--- config.mk ---
export PLATFORM = sky130hd
export DESIGN_NAME = lsb_serial_port
export DESIGN_NICKNAME = d
export VERILOG_FILES = /design/src/rtl/lsp_pkg.sv /design/src/rtl/lsp_sync.sv /design/src/rtl/lsp_edge.sv /design/src/rtl/lsp_rx.sv /design/src/rtl/lsp_ctrl.sv /design/src/rtl/lsp_tx.sv /design/src/rtl/lsb_serial_port.sv
export SDC_FILE = /design/constraint.sdc
export NUM_CORES = 1
export LEC_CHECK = 0
export CAP_MARGIN = 10
export CORE_MARGIN = 1.5
export CORE_UTILIZATION = 30
export DETAILED_ROUTE_END_ITERATION = 16
export GPL_ROUTABILITY_DRIVEN = 1
export PLACE_DENSITY_LB_ADDON = 0.12
export SLEW_MARGIN = 20
export SYNTH_ARGS = -nofsm -noshare
export SYNTH_HDL_FRONTEND = slang
export SYNTH_SLANG_ARGS = --single-unit
--- constraint.sdc ---
create_clock -name clk_i -period 1.75 [get_ports clk_i]
set_clock_uncertainty 0.15 [all_clocks]
set_input_delay 0.175 -clock clk_i [delete_from_list [all_inputs] [get_ports clk_i]]
set_output_delay 0.175 -clock clk_i [all_outputs]
set_load 0.03 [all_outputs]
--- src/rtl/lsp_pkg.sv ---
package lsp_pkg;
  typedef enum logic {
    PH_ADDR = 1'b0,
    PH_DATA = 1'b1
  } phase_e;
endpackage

--- src/rtl/lsp_sync.sv ---
module lsp_sync #(
  parameter int unsigned WIDTH = 4,
  parameter int unsigned STAGES = 2,
  parameter logic [WIDTH-1:0] RST_VAL = '0
) (
  input  logic             clk_i,
  input  logic             rst_ni,
  input  logic [WIDTH-1:0] d_i,
  output logic [WIDTH-1:0] q_o
);
  logic [STAGES-1:0][WIDTH-1:0] stg_q;

  always_ff @(posedge clk_i or negedge rst_ni) begin
    if (!rst_ni) stg_q <= {STAGES{RST_VAL}};
    else         stg_q <= {stg_q[STAGES-2:0], d_i};
  end

  assign q_o = stg_q[STAGES-1];
endmodule

--- src/rtl/lsp_edge.sv ---
module lsp_edge (
  input  logic clk_i,
  input  logic rst_ni,
  input  logic sclk_i,
  input  logic active_i,
  output logic rise_o,
  output logic fall_o
);
  logic sclk_q;

  always_ff @(posedge clk_i or negedge rst_ni) begin
    if (!rst_ni) sclk_q <= 1'b1;
    else         sclk_q <= sclk_i;
  end

  assign rise_o = active_i &  sclk_i & ~sclk_q;
  assign fall_o = active_i & ~sclk_i &  sclk_q;
endmodule

--- src/rtl/lsp_rx.sv ---
module lsp_rx #(
  parameter int unsigned DATA_W = 8
) (
  input  logic              clk_i,
  input  logic              rst_ni,
  input  logic              active_i,
  input  logic              rise_i,
  input  logic              sdi_i,
  output logic              done_o,
  output logic [DATA_W-1:0] byte_o
);
  localparam int unsigned CNT_W = $clog2(DATA_W);

  logic [CNT_W-1:0]  cnt_q;
  logic [DATA_W-1:0] sh_q;
  logic [DATA_W-1:0] sh_nxt;
  logic              last;

  assign sh_nxt = {sdi_i, sh_q[DATA_W-1:1]};
  assign last   = (cnt_q == CNT_W'(DATA_W - 1));

  always_ff @(posedge clk_i or negedge rst_ni) begin
    if (!rst_ni) begin
      cnt_q  <= '0;
      sh_q   <= '0;
      done_o <= 1'b0;
      byte_o <= '0;
    end else begin
      done_o <= 1'b0;
      if (!active_i) begin
        cnt_q <= '0;  // partial byte dropped
      end else if (rise_i) begin
        sh_q <= sh_nxt;
        if (last) begin
          cnt_q  <= '0;
          done_o <= 1'b1;
          byte_o <= sh_nxt;
        end else begin
          cnt_q <= cnt_q + 1'b1;
        end
      end
    end
  end
endmodule

--- src/rtl/lsp_ctrl.sv ---
module lsp_ctrl
  import lsp_pkg::*;
#(
  parameter int unsigned DATA_W = 8
) (
  input  logic              clk_i,
  input  logic              rst_ni,
  input  logic              active_i,
  input  logic              rnw_i,
  input  logic              done_i,
  input  logic [DATA_W-1:0] byte_i,
  output logic              wr_en_o,
  output logic [DATA_W-1:0] wr_addr_o,
  output logic [DATA_W-1:0] wr_data_o,
  output logic              rd_req_o,
  output logic [DATA_W-1:0] rd_addr_o
);
  phase_e            phase_q;
  logic [DATA_W-1:0] addr_q;
  logic [DATA_W-1:0] addr_inc;

  assign addr_inc = addr_q + 1'b1;

  always_ff @(posedge clk_i or negedge rst_ni) begin
    if (!rst_ni) begin
      phase_q   <= PH_ADDR;
      addr_q    <= '0;
      wr_en_o   <= 1'b0;
      wr_addr_o <= '0;
      wr_data_o <= '0;
      rd_req_o  <= 1'b0;
      rd_addr_o <= '0;
    end else begin
      wr_en_o  <= 1'b0;
      rd_req_o <= 1'b0;
      if (!active_i) begin
        phase_q <= PH_ADDR;
      end else if (done_i) begin
        if (phase_q == PH_ADDR) begin
          phase_q <= PH_DATA;
          addr_q  <= byte_i;
          if (rnw_i) begin
            rd_req_o  <= 1'b1;
            rd_addr_o <= byte_i;
          end
        end else begin
          addr_q <= addr_inc;
          if (rnw_i) begin
            rd_req_o  <= 1'b1;  // prefetch next byte
            rd_addr_o <= addr_inc;
          end else begin
            wr_en_o   <= 1'b1;
            wr_addr_o <= addr_q;
            wr_data_o <= byte_i;
          end
        end
      end
    end
  end
endmodule

--- src/rtl/lsp_tx.sv ---
module lsp_tx #(
  parameter int unsigned DATA_W = 8
) (
  input  logic              clk_i,
  input  logic              rst_ni,
  input  logic              active_i,
  input  logic              fall_i,
  input  logic              rd_req_i,
  input  logic [DATA_W-1:0] rd_data_i,
  output logic              sdo_o
);
  localparam int unsigned IDX_W = $clog2(DATA_W);

  logic              load_q;
  logic [DATA_W-1:0] tx_q;
  logic [IDX_W-1:0]  idx_q;

  always_ff @(posedge clk_i or negedge rst_ni) begin
    if (!rst_ni) begin
      load_q <= 1'b0;
      tx_q   <= '0;
      idx_q  <= '0;
      sdo_o  <= 1'b0;
    end else if (!active_i) begin
      load_q <= 1'b0;
      idx_q  <= '0;
      sdo_o  <= 1'b0;
    end else begin
      load_q <= rd_req_i;
      if (load_q) begin
        tx_q  <= rd_data_i;
        idx_q <= '0;
      end else if (fall_i) begin
        sdo_o <= tx_q[idx_q];
        idx_q <= (idx_q == IDX_W'(DATA_W - 1)) ? '0 : idx_q + 1'b1;
      end
    end
  end
endmodule

--- src/rtl/lsb_serial_port.sv ---
module lsb_serial_port #(
  parameter int unsigned DATA_W = 8,
  parameter int unsigned SYNC_STAGES = 2
) (
  input  logic              clk_i,
  input  logic              rst_ni,
  input  logic              cs_ni,
  input  logic              sclk_i,
  input  logic              sdi_i,
  input  logic              rnw_i,
  input  logic [DATA_W-1:0] rd_data_i,
  output logic              sdo_o,
  output logic              sdo_oe_o,
  output logic              wr_en_o,
  output logic [DATA_W-1:0] wr_addr_o,
  output logic [DATA_W-1:0] wr_data_o,
  output logic              rd_req_o,
  output logic [DATA_W-1:0] rd_addr_o
);
  localparam int unsigned NSIG = 4;

  logic [NSIG-1:0]   sync_q;
  logic              cs_s, sclk_s, sdi_s, rnw_s, active;
  logic              rise, fall, done, sdo_q;
  logic [DATA_W-1:0] rx_byte;

  // order {rnw, sdi, sclk, cs}; cs and sclk reset to idle high
  lsp_sync #(.WIDTH(NSIG), .STAGES(SYNC_STAGES), .RST_VAL(4'b0011)) u_sync (
    .clk_i, .rst_ni,
    .d_i ({rnw_i, sdi_i, sclk_i, cs_ni}),
    .q_o (sync_q)
  );

  assign {rnw_s, sdi_s, sclk_s, cs_s} = sync_q;
  assign active = ~cs_s;

  lsp_edge u_edge (
    .clk_i, .rst_ni,
    .sclk_i   (sclk_s),
    .active_i (active),
    .rise_o   (rise),
    .fall_o   (fall)
  );

  lsp_rx #(.DATA_W(DATA_W)) u_rx (
    .clk_i, .rst_ni,
    .active_i (active),
    .rise_i   (rise),
    .sdi_i    (sdi_s),
    .done_o   (done),
    .byte_o   (rx_byte)
  );

  lsp_ctrl #(.DATA_W(DATA_W)) u_ctrl (
    .clk_i, .rst_ni,
    .active_i  (active),
    .rnw_i     (rnw_s),
    .done_i    (done),
    .byte_i    (rx_byte),
    .wr_en_o,
    .wr_addr_o,
    .wr_data_o,
    .rd_req_o,
    .rd_addr_o
  );

  lsp_tx #(.DATA_W(DATA_W)) u_tx (
    .clk_i, .rst_ni,
    .active_i  (active),
    .fall_i    (fall),
    .rd_req_i  (rd_req_o),
    .rd_data_i,
    .sdo_o     (sdo_q)
  );

  assign sdo_oe_o = active & rnw_s;
  assign sdo_o    = sdo_oe_o & sdo_q;
endmodule

Yosys cells after proc, flatten, opt, wreduce, memory -nomap -nowiden
Index checks and enable logic that the tools add are counted.
- add/sub/neg operators: 3
- multiply operators: 0
- divide/modulo/power cells: 0
- magnitude comparators: 1
- equal/unequal tests: 3
- shift-type cells: 0
- multiplexer cells: 29
- bitwise gates (word level): 10
- reductions and logical operators: 11
- operator list (cell ; number):
    $mux W8 ; 4
    $mux W3 ; 7
    $mux W1 ; 17
    $add A8 B1 Y8 const B ; 1
    $reduce_and A2 Y1 ; 4
    $add A3 B1 Y3 const B ; 2
    $and A1 B1 Y1 ; 6
    $eq A3 B3 Y1 const B ; 2
    $reduce_and A3 Y1 ; 2
    $reduce_bool A2 Y1 ; 3
    $lt A3 B4 Y1 const B ; 1
    $not A1 Y1 ; 4
    $reduce_and A4 Y1 ; 1
    $bmux W1 S3 ; 1
    $reduce_bool A3 Y1 ; 1
    $ne A2 B2 Y1 const B ; 1
- flip-flop bits (word level): 77
- bits in latches: 0
- RAM bits: 0
- ROM bits: 0
- bits of input ports: 14
- output and inout port bits: 28
- memories: 0

Depth between registers and ports, before layout
Gate-level depths: netlist (run 1).
- depth in word-level cells: 6
- depth in mapped cells: 6
- gate-level depth less buffers: 5

Modules after synthesis
Synthesis (run 1) repeated with hierarchy kept, for this count alone.
- cell total of the unflattened synthesis: 249
- area total of the unflattened synthesis: 3240.6 um2
- modules (own cells, without submodules) (module ; times used ; cells an instance ; area each (um2) ; sequential area each (um2)):
    lsp_ctrl ; 1 ; 139 ; 1575.3 ; 875.8
    lsp_rx ; 1 ; 49 ; 768.2 ; 475.5
    lsp_tx ; 1 ; 43 ; 599.3 ; 325.3
    lsp_sync ; 1 ; 12 ; 235.2 ; 205.2
    lsp_edge ; 1 ; 3 ; 43.8 ; 26.3
    lsb_serial_port ; 1 ; 3 ; 18.8 ; 0.0

Least setup slack after synthesis (run 1)
Ideal clock, no wire load.
- path kind: reg-to-reg
- from: register u_sync.stg_q (netlist bit u_sync.q_o[3])
- to: register u_ctrl.rd_addr_o[7]
- arrival time: 1.549 ns
- data required time: 1.458 ns
- path slack: -0.091 ns
- stages on the path, launching flop included: 6
- path buffers: 1
- clock period less this slack: 1.841 ns
- cell sequence: dfrtp_1 > nor2b_1 > nand2_1 > clkbuf_1 > nand2_1 > o221ai_1
- cells in the longest elaborated chain, start to end: 1
- ends and longest elaborated chain (item ; RTL line ; RTL):
    start: declaration ; lsp_sync.sv:11 ; logic [STAGES-1:0][WIDTH-1:0] stg_q;
    start signal: assignment ; lsp_sync.sv:14 ; if (!rst_ni) stg_q <= {STAGES{RST_VAL}};
    start signal: assignment ; lsp_sync.sv:15 ; else stg_q <= {stg_q[STAGES-2:0], d_i};
    $reduce_and A3 Y1 (no source line) ; - ;
    end signal: assignment ; lsp_ctrl.sv:44 ; rd_addr_o <= byte_i;
    end signal: assignment ; lsp_ctrl.sv:50 ; rd_addr_o <= addr_inc;
    end: declaration ; lsp_ctrl.sv:16 ; output logic [DATA_W-1:0] rd_addr_o
Every way passes these cells.
A chain may end at the register's enable or synchronous reset.

Worst setup path in the final report (run 1)
- from: register u_ctrl.rd_addr_o[6]
- to: output rd_addr_o[6]
- RTL lines (item ; RTL line ; RTL):
    end: declaration ; lsb_serial_port.sv:18 ; output logic [DATA_W-1:0] rd_addr_o
No word-level cell between the ends.

==> results.toml, run 1 <==
[critical_path]
critPathBufInv = 1
critPathLaunchType = "register"
rr_endpoint = "u_rx.byte_o[6]$_DFFE_PN0P_"
cp-end-kind = "output pin"
crit_arrival_ps = 1370
path_cells = "clkdlybuf4s50_1"
r2r_cells = 4
critPathSlowestCell = "clkdlybuf4s50_1"
worst-setup-path-type = "reg2out"
crit_family = "buffers and inverters"
max_stage_delay_ps = 670
cp_max_fo = 2
rrSetupSlack_ps = 60
rr_startpoint = "u_sync.q_o[1]$_DFF_PN1_"
worstPathRequired_ps = 1420

[power_and_ir_drop]
leakage_nw = 1.99
netSwitchingPower_uw = 730
p_seq_share_pct = 55.6
pwr-share-comb_pct = 5.2
pwr_density_cell_nw_per_um2 = 827
swShare_pct = 21.4
pwr-share-clk_pct = 39.2
peakVddDrop_v = 0.000354
intPower_mw = 2.68

[global_routing]
grt_overflow_total = 0
grt_pass1_wl_um = 10700
grt_antenna_before_repair = 0
grt_max_degree = 36
grt_pass1_vias = 2065
grt_usage_pct = 12.4

[logic_synthesis]
syn_area_um2 = 3210
syn-num-nets = 261
ys.flop_type = "dfrtp_1"
synth_area_leaders = "dfrtp_1, mux2_2, mux2_4, dfstp_2, mux2i_1"
yosysMostFrequentCell = "dfrtp_1"
synthTopCellsByCount = "dfrtp_1, mux2_2, nor2_1, nand2_1, mux2_4"
yosys_register_bits = 76
synth_edf_count = 0
syn_inst = 242
synth_top_area_share_pct = 55.4
synth_cell_type_count = 45
syn_avg_cell_area_um2 = 13.3
synth_top_area_cell = "dfrtp_1"
ys_warn_count = 0
yosysSeqAreaShare_pct = 59.5
synthArstFlopShare_pct = 100

[floorplan]
core_area_um2 = 10400
die_w_um = 106
pin_count = 42
start_util_pct = 30.9
dieArea_um2 = 11300
fp-row-count = 37
dieHeight_um = 106

[finish]
antenna_cells = 0
nFillCells = 1034
area_growth_pct = 28.5
final_util_pct = 39.8
layout-drive-gt1-share_pct = 29.1
nNetsFinal = 320
fin_cells = 442

[hold_path]
min_from = "cs_ni"
hp-class = "in2reg"
hold_depth = 1
min_to = "u_sync.stg_q[0]$_DFF_PN1_"

[place]
io_buffers = 41
pre_cts_ws_ps = 69.0
placedCellCount = 424
place.gp.congestion = 0.691
hpwl_um = 4340

[clocking]
cts_tree = "yes"
cts.path.max_buffers = 2
ctsRootBufferMaster = "clkbuf_8"
post_cts_buffers = 0
path_clk_slew_ps = 70
insertion_delay_ps = 340
cts_inserted_buffers = 9
htreeDepth = 3
clock-sinks = 76

[routing]
vias_per_cell = 4.55
vias = 2009
first_pass_iters = 4
wl_per_cell_um = 14.3
ant_nets = 0
drt_first_iter_violations = 62
drc = 0
routed_wl_um = 6310

[sta]
finalHoldViolCount = 0
setup_viol = 0
slew_headroom_pct = 71.2
tns_ps = 0
slew_viol_final = 0
tightest_slew_ps = 432
max_freq_mhz = 590
rsz0062_at_grt = "yes"
worst_slack_ps = 54.0
finalCritPeriodShare_pct = 96.9
finalCriticalPeriod_ps = 1700

[run]
max_cap_viol_count = 0

[outcome]
status = "finished, final reports clean"
## cell type report
cell class,instances,area [um^2],area share [%]
flip-flops and latches,76,1910,46.3
multi-input cells,149,1230,29.8
repair buffers,62,608,14.7
well taps,136,170,4.13
clock buffers,14,163,3.95
clock inverters,2,35.0,0.850
inverters,3,11.3,0.273
## worst max path at each step
| stage | startpoint | to | slack (ps) | cells after the start |
|---|---|---|---|---|
| final | u_ctrl.rd_addr_o[6]$_DFFE_PN0P_ | rd_addr_o[6] | 50 | 1 |
| after global routing | u_rx.cnt_q[0]$_DFFE_PN0P_ | u_rx.byte_o[2]$_DFFE_PN0P_ | -20 | 5 |
| after CTS | u_ctrl.rd_addr_o[7]$_DFFE_PN0P_ | rd_addr_o[7] | 2 | 1 |
| after detailed placement | u_sync.q_o[1]$_DFF_PN1_ | u_rx.byte_o[3]$_DFFE_PN0P_ | 70 | 4 |
| after global placement | u_rx.cnt_q[0]$_DFFE_PN0P_ | u_rx.byte_o[0]$_DFFE_PN0P_ | 90 | 5 |
| after floorplan | u_sync.q_o[0]$_DFF_PN1_ | u_ctrl.wr_addr_o[7]$_DFFE_PN0P_ | 50 | 5 |
## power by group through the flow
stage / Sequential (mW) / Combinational, mW / Clock (mW)
floorplan: 1.91 / 0.0924 / 0
global placement: 1.93 / 0.178 / 0
detailed placement: 1.93 / 0.181 / 0
CTS: 1.90 / 0.182 / 1.41
global route: 1.91 / 0.198 / 1.47
finish: 1.90 / 0.176 / 1.34
## metal layers
metal / vias up / share of wire [%] / track usage, %
met4: 0 / 2.6 / 7.14
li1: 977 / - / -
met2: 32 / 45 / 17.8
met5: - / 0 / 0
met1: 989 / 49 / 17.4
met3: 11 / 3.1 / 2.27
## cells by family (layout without fill, tap and decap cells)
logic type | count (synthesis) | in the layout | synth area share (%)
mux | 47 | 47 | 17.6
compound gates | 32 | 32 | 6.86
xor+xnor | 5 | 5 | 1.37
fa+ha+maj | 5 | 5 | 1.95
buf+inv | 17 | 81 | 2.77
flops | 76 | 76 | 59.5
simple gates | 60 | 60 | 9.95
## placed cells by master (no fill, tap or decap), types with 4 or more instances in the layout
| cell | count |
|---|---|
| dfrtp_1 | 71 |
| clkdlybuf4s50_1 | 33 |
| nand2b_1 | 4 |
| o22a_1 | 4 |
| nand2_1 | 12 |
| mux2_4 | 9 |
| buf_4 | 17 |
| o21ai_0 | 5 |
| nand3_1 | 6 |
| a21oi_1 | 7 |
| dfstp_2 | 5 |
| mux2i_1 | 7 |
| ha_1 | 5 |
| nor3_1 | 6 |
| nor2_1 | 18 |
| clkbuf_8 | 11 |
| mux2_2 | 30 |
## stage by stage
stage	hold WS, ps	total power [mW]	area [um^2]
after floorplan	-271	2.00	3210
after global placement	8.83	2.11	3890
after detailed placement	5.43	2.11	3890
after CTS	63.3	3.48	4100
after global routing	75.7	3.58	4120
final	85.5	3.41	4120
## flip-flops by register name, indices dropped and copies added, names as in the netlist
register and flops:
u_ctrl.addr_q 8, u_ctrl.phase_q 1, u_ctrl.rd_addr_o 8, u_ctrl.rd_req_o 1, u_ctrl.wr_addr_o 8, u_ctrl.wr_data_o 8, u_ctrl.wr_en_o 1, u_edge.sclk_q 1
u_rx.byte_o 8, u_rx.cnt_q 3, u_rx.done_o 1, u_rx.sh_q 7, u_sync.q_o 4, u_sync.stg_q 4, u_tx.idx_q 3, u_tx.load_q 1
u_tx.sdo_o 1, u_tx.tx_q 8
## timing repair
action	4_1_cts	5_1_grt
hold buffers	1	0
resized for setup	6	11
endpoints found under the setup margin	4	20
endpoints found under the hold margin	37	0
pin swaps	0	1
gates cloned	0	1
No activity file was read; power rests on OpenSTA's default activity.
==> run 2, diff against run 1 <==
CORE_MARGIN = 2   (was 1.5)
==> run 2 against run 1 <==
Compared with the run above:
- cell area grew 2.2%
- fmax down 0.62%
- global-route usage shrank 0.13 points
- flip-flop and latch count did not move
- cell count is 0.45% higher
- sequential power is essentially flat
- clock power is 9.7% higher
- register-to-register slack barely moved
- largest power group unchanged
==> results.toml, run 2 (synthesis gave the netlist of run 1 again) <==
[power_and_ir_drop]
pwr-share-clk_pct = 41.4
p_seq_share_pct = 53.5
pwr_density_cell_nw_per_um2 = 842
netSwitchingPower_uw = 801
peakVddDrop_v = 0.000404
leakage_nw = 2.11
intPower_mw = 2.75
pwr-share-comb_pct = 5.1
swShare_pct = 22.6

[critical_path]
cp_max_fo = 2
worst-setup-path-type = "reg2out"
max_stage_delay_ps = 670
critPathSlowestCell = "clkdlybuf4s50_1"
cp-end-kind = "output pin"
path_cells = "clkdlybuf4s50_1"
crit_family = "buffers and inverters"
crit_arrival_ps = 1380
rrSetupSlack_ps = 70
critPathBufInv = 1
worstPathRequired_ps = 1420
critPathLaunchType = "register"

[sta]
slew_headroom_pct = 69.4
finalHoldViolCount = 0
setup_viol = 0
rsz0062_at_grt = "yes"
tightest_slew_ps = 459
tns_ps = 0
max_freq_mhz = 586
finalCritPeriodShare_pct = 97.5
finalCriticalPeriod_ps = 1710
slew_viol_final = 0

[floorplan]
start_util_pct = 30.9
dieHeight_um = 107
pin_count = 42
fp-row-count = 37
core_area_um2 = 10400
dieArea_um2 = 11500
die_w_um = 107

[clocking]
cts_tree = "yes"
ctsRootBufferMaster = "clkbuf_8"
path_clk_slew_ps = 80
insertion_delay_ps = 340
cts_inserted_buffers = 9
htreeDepth = 3
clock-sinks = 76
cts.path.max_buffers = 2

[finish]
mostFrequentLayoutCell = "dfrtp_1"
nFillCells = 1008
final_util_pct = 40.6
antenna_cells = 0
area_growth_pct = 31.4
final_cell_mix = "dfrtp_1, mux2_2, clkdlybuf4s50_1, nor2_1, buf_4"
multi_input_area_um2 = 1250
layout-drive-gt1-share_pct = 31.5
seq_area_um2 = 1910
final_area_um2 = 4210
nNetsFinal = 322

[routing]
drc = 0
vias = 2019
routed_wl_um = 6490
met3RoutedLength_um = 201
wl_per_cell_um = 14.6
met1_length_um = 3230
drt_first_iter_violations = 39
highest_layer = "met4"
first_pass_iters = 6
vias_per_cell = 4.55
wl_met2_um = 2920
ant_nets = 0

[hold_path]
hp-class = "in2reg"

[global_routing]
grt_overflow_total = 0
grt_pass1_vias = 2035
grt_antenna_before_repair = 0
grt_pass1_wl_um = 10800
grt_usage_pct = 12.3
grt_max_degree = 35

[place]
hpwl_um = 4350
place.gp.congestion = 0.698
placed_area_um2 = 3900
io_buffers = 41

[outcome]
status = "finished, final reports clean"

[run]
max_cap_viol_count = 0
==> run 2: cell count changes in the layout (fill, tap and decap cells not counted), moves of 2 or more <==
cell / previous run / this run
clkbuf_1: 3 / 1
clkbuf_8: 11 / 9
clkinvlp_4: 0 / 2
dlymetal6s2s_1: 3 / 9
clkdlybuf4s50_1: 33 / 28
ha_2: 0 / 2
ha_1: 5 / 2
==> run 2: timing repair <==
item | in CTS | in global routing
resized for setup | 5 | 24
endpoints found under the setup margin | 3 | 28
endpoints found under the hold margin | 32 | 0
setup buffers | 0 | 2
hold buffers | 1 | 0
cloned | 0 | 1
pin swaps | 0 | 2
==> run 2: area by class of cell <==
type | count | area share, %
sequential | 76 | 45.3
multi-input combinational | 149 | 29.7
timing repair buffer | 64 | 15.6
tap | 136 | 4.04
clock buffer | 10 | 3.03
clock inverter | 6 | 2.11
inverter | 3 | 0.267
==> run 2: worst paths after layout <==
path | from | endpoint | cells after the start
max reg2reg | u_rx.cnt_q[1]$_DFFE_PN0P_ | u_rx.byte_o[7]$_DFFE_PN0P_ | 5
max in group asynchronous | rst_ni | u_rx.done_o$_DFF_PN0_ | 3
max | u_ctrl.rd_addr_o[6]$_DFFE_PN0P_ | rd_addr_o[6] | 1
min | cs_ni | u_sync.stg_q[0]$_DFF_PN1_ | 1
min in group asynchronous | rst_ni | u_rx.cnt_q[1]$_DFFE_PN0P_ | 2
min reg2reg | u_sync.stg_q[1]$_DFF_PN1_ | u_sync.q_o[1]$_DFF_PN1_ | 0
==> run 2: power by group through the flow <==
stage,clock [mW],sequential (mW),combinational [mW]
final,1.47,1.90,0.180
after global routing,1.59,1.92,0.201
after CTS,1.52,1.90,0.182
after detailed placement,0,1.93,0.181
after global placement,0,1.93,0.178
after floorplan,0,1.91,0.0924
==> run 2: metal layers <==
layer	track usage, %	vias up
li1	-	981
met1	17.8	997
met2	17.2	32
met3	2.54	9
met4	6.04	0
met5	0	-
==> run 2: worst register-to-register path: stages (launching register included) <==
cell and delay, ps:
dfrtp_1 370, ha_2 200, ha_4 130, nor3b_4 240
buf_6 160, mux2_2 330
==> run 2: through the flow <==
step / setup WS (ps) / hold slack [ps] / power, mW / std cells
floorplan: 51.6 / -271 / 2.00 / 242
global placement: 66.8 / 22.5 / 2.11 / 424
detailed placement: 32.5 / 24.8 / 2.11 / 424
CTS: -0.321 / 63.5 / 3.60 / 441
global route: -19.5 / 66.4 / 3.70 / 444
finish: 43.5 / 83.4 / 3.55 / 444
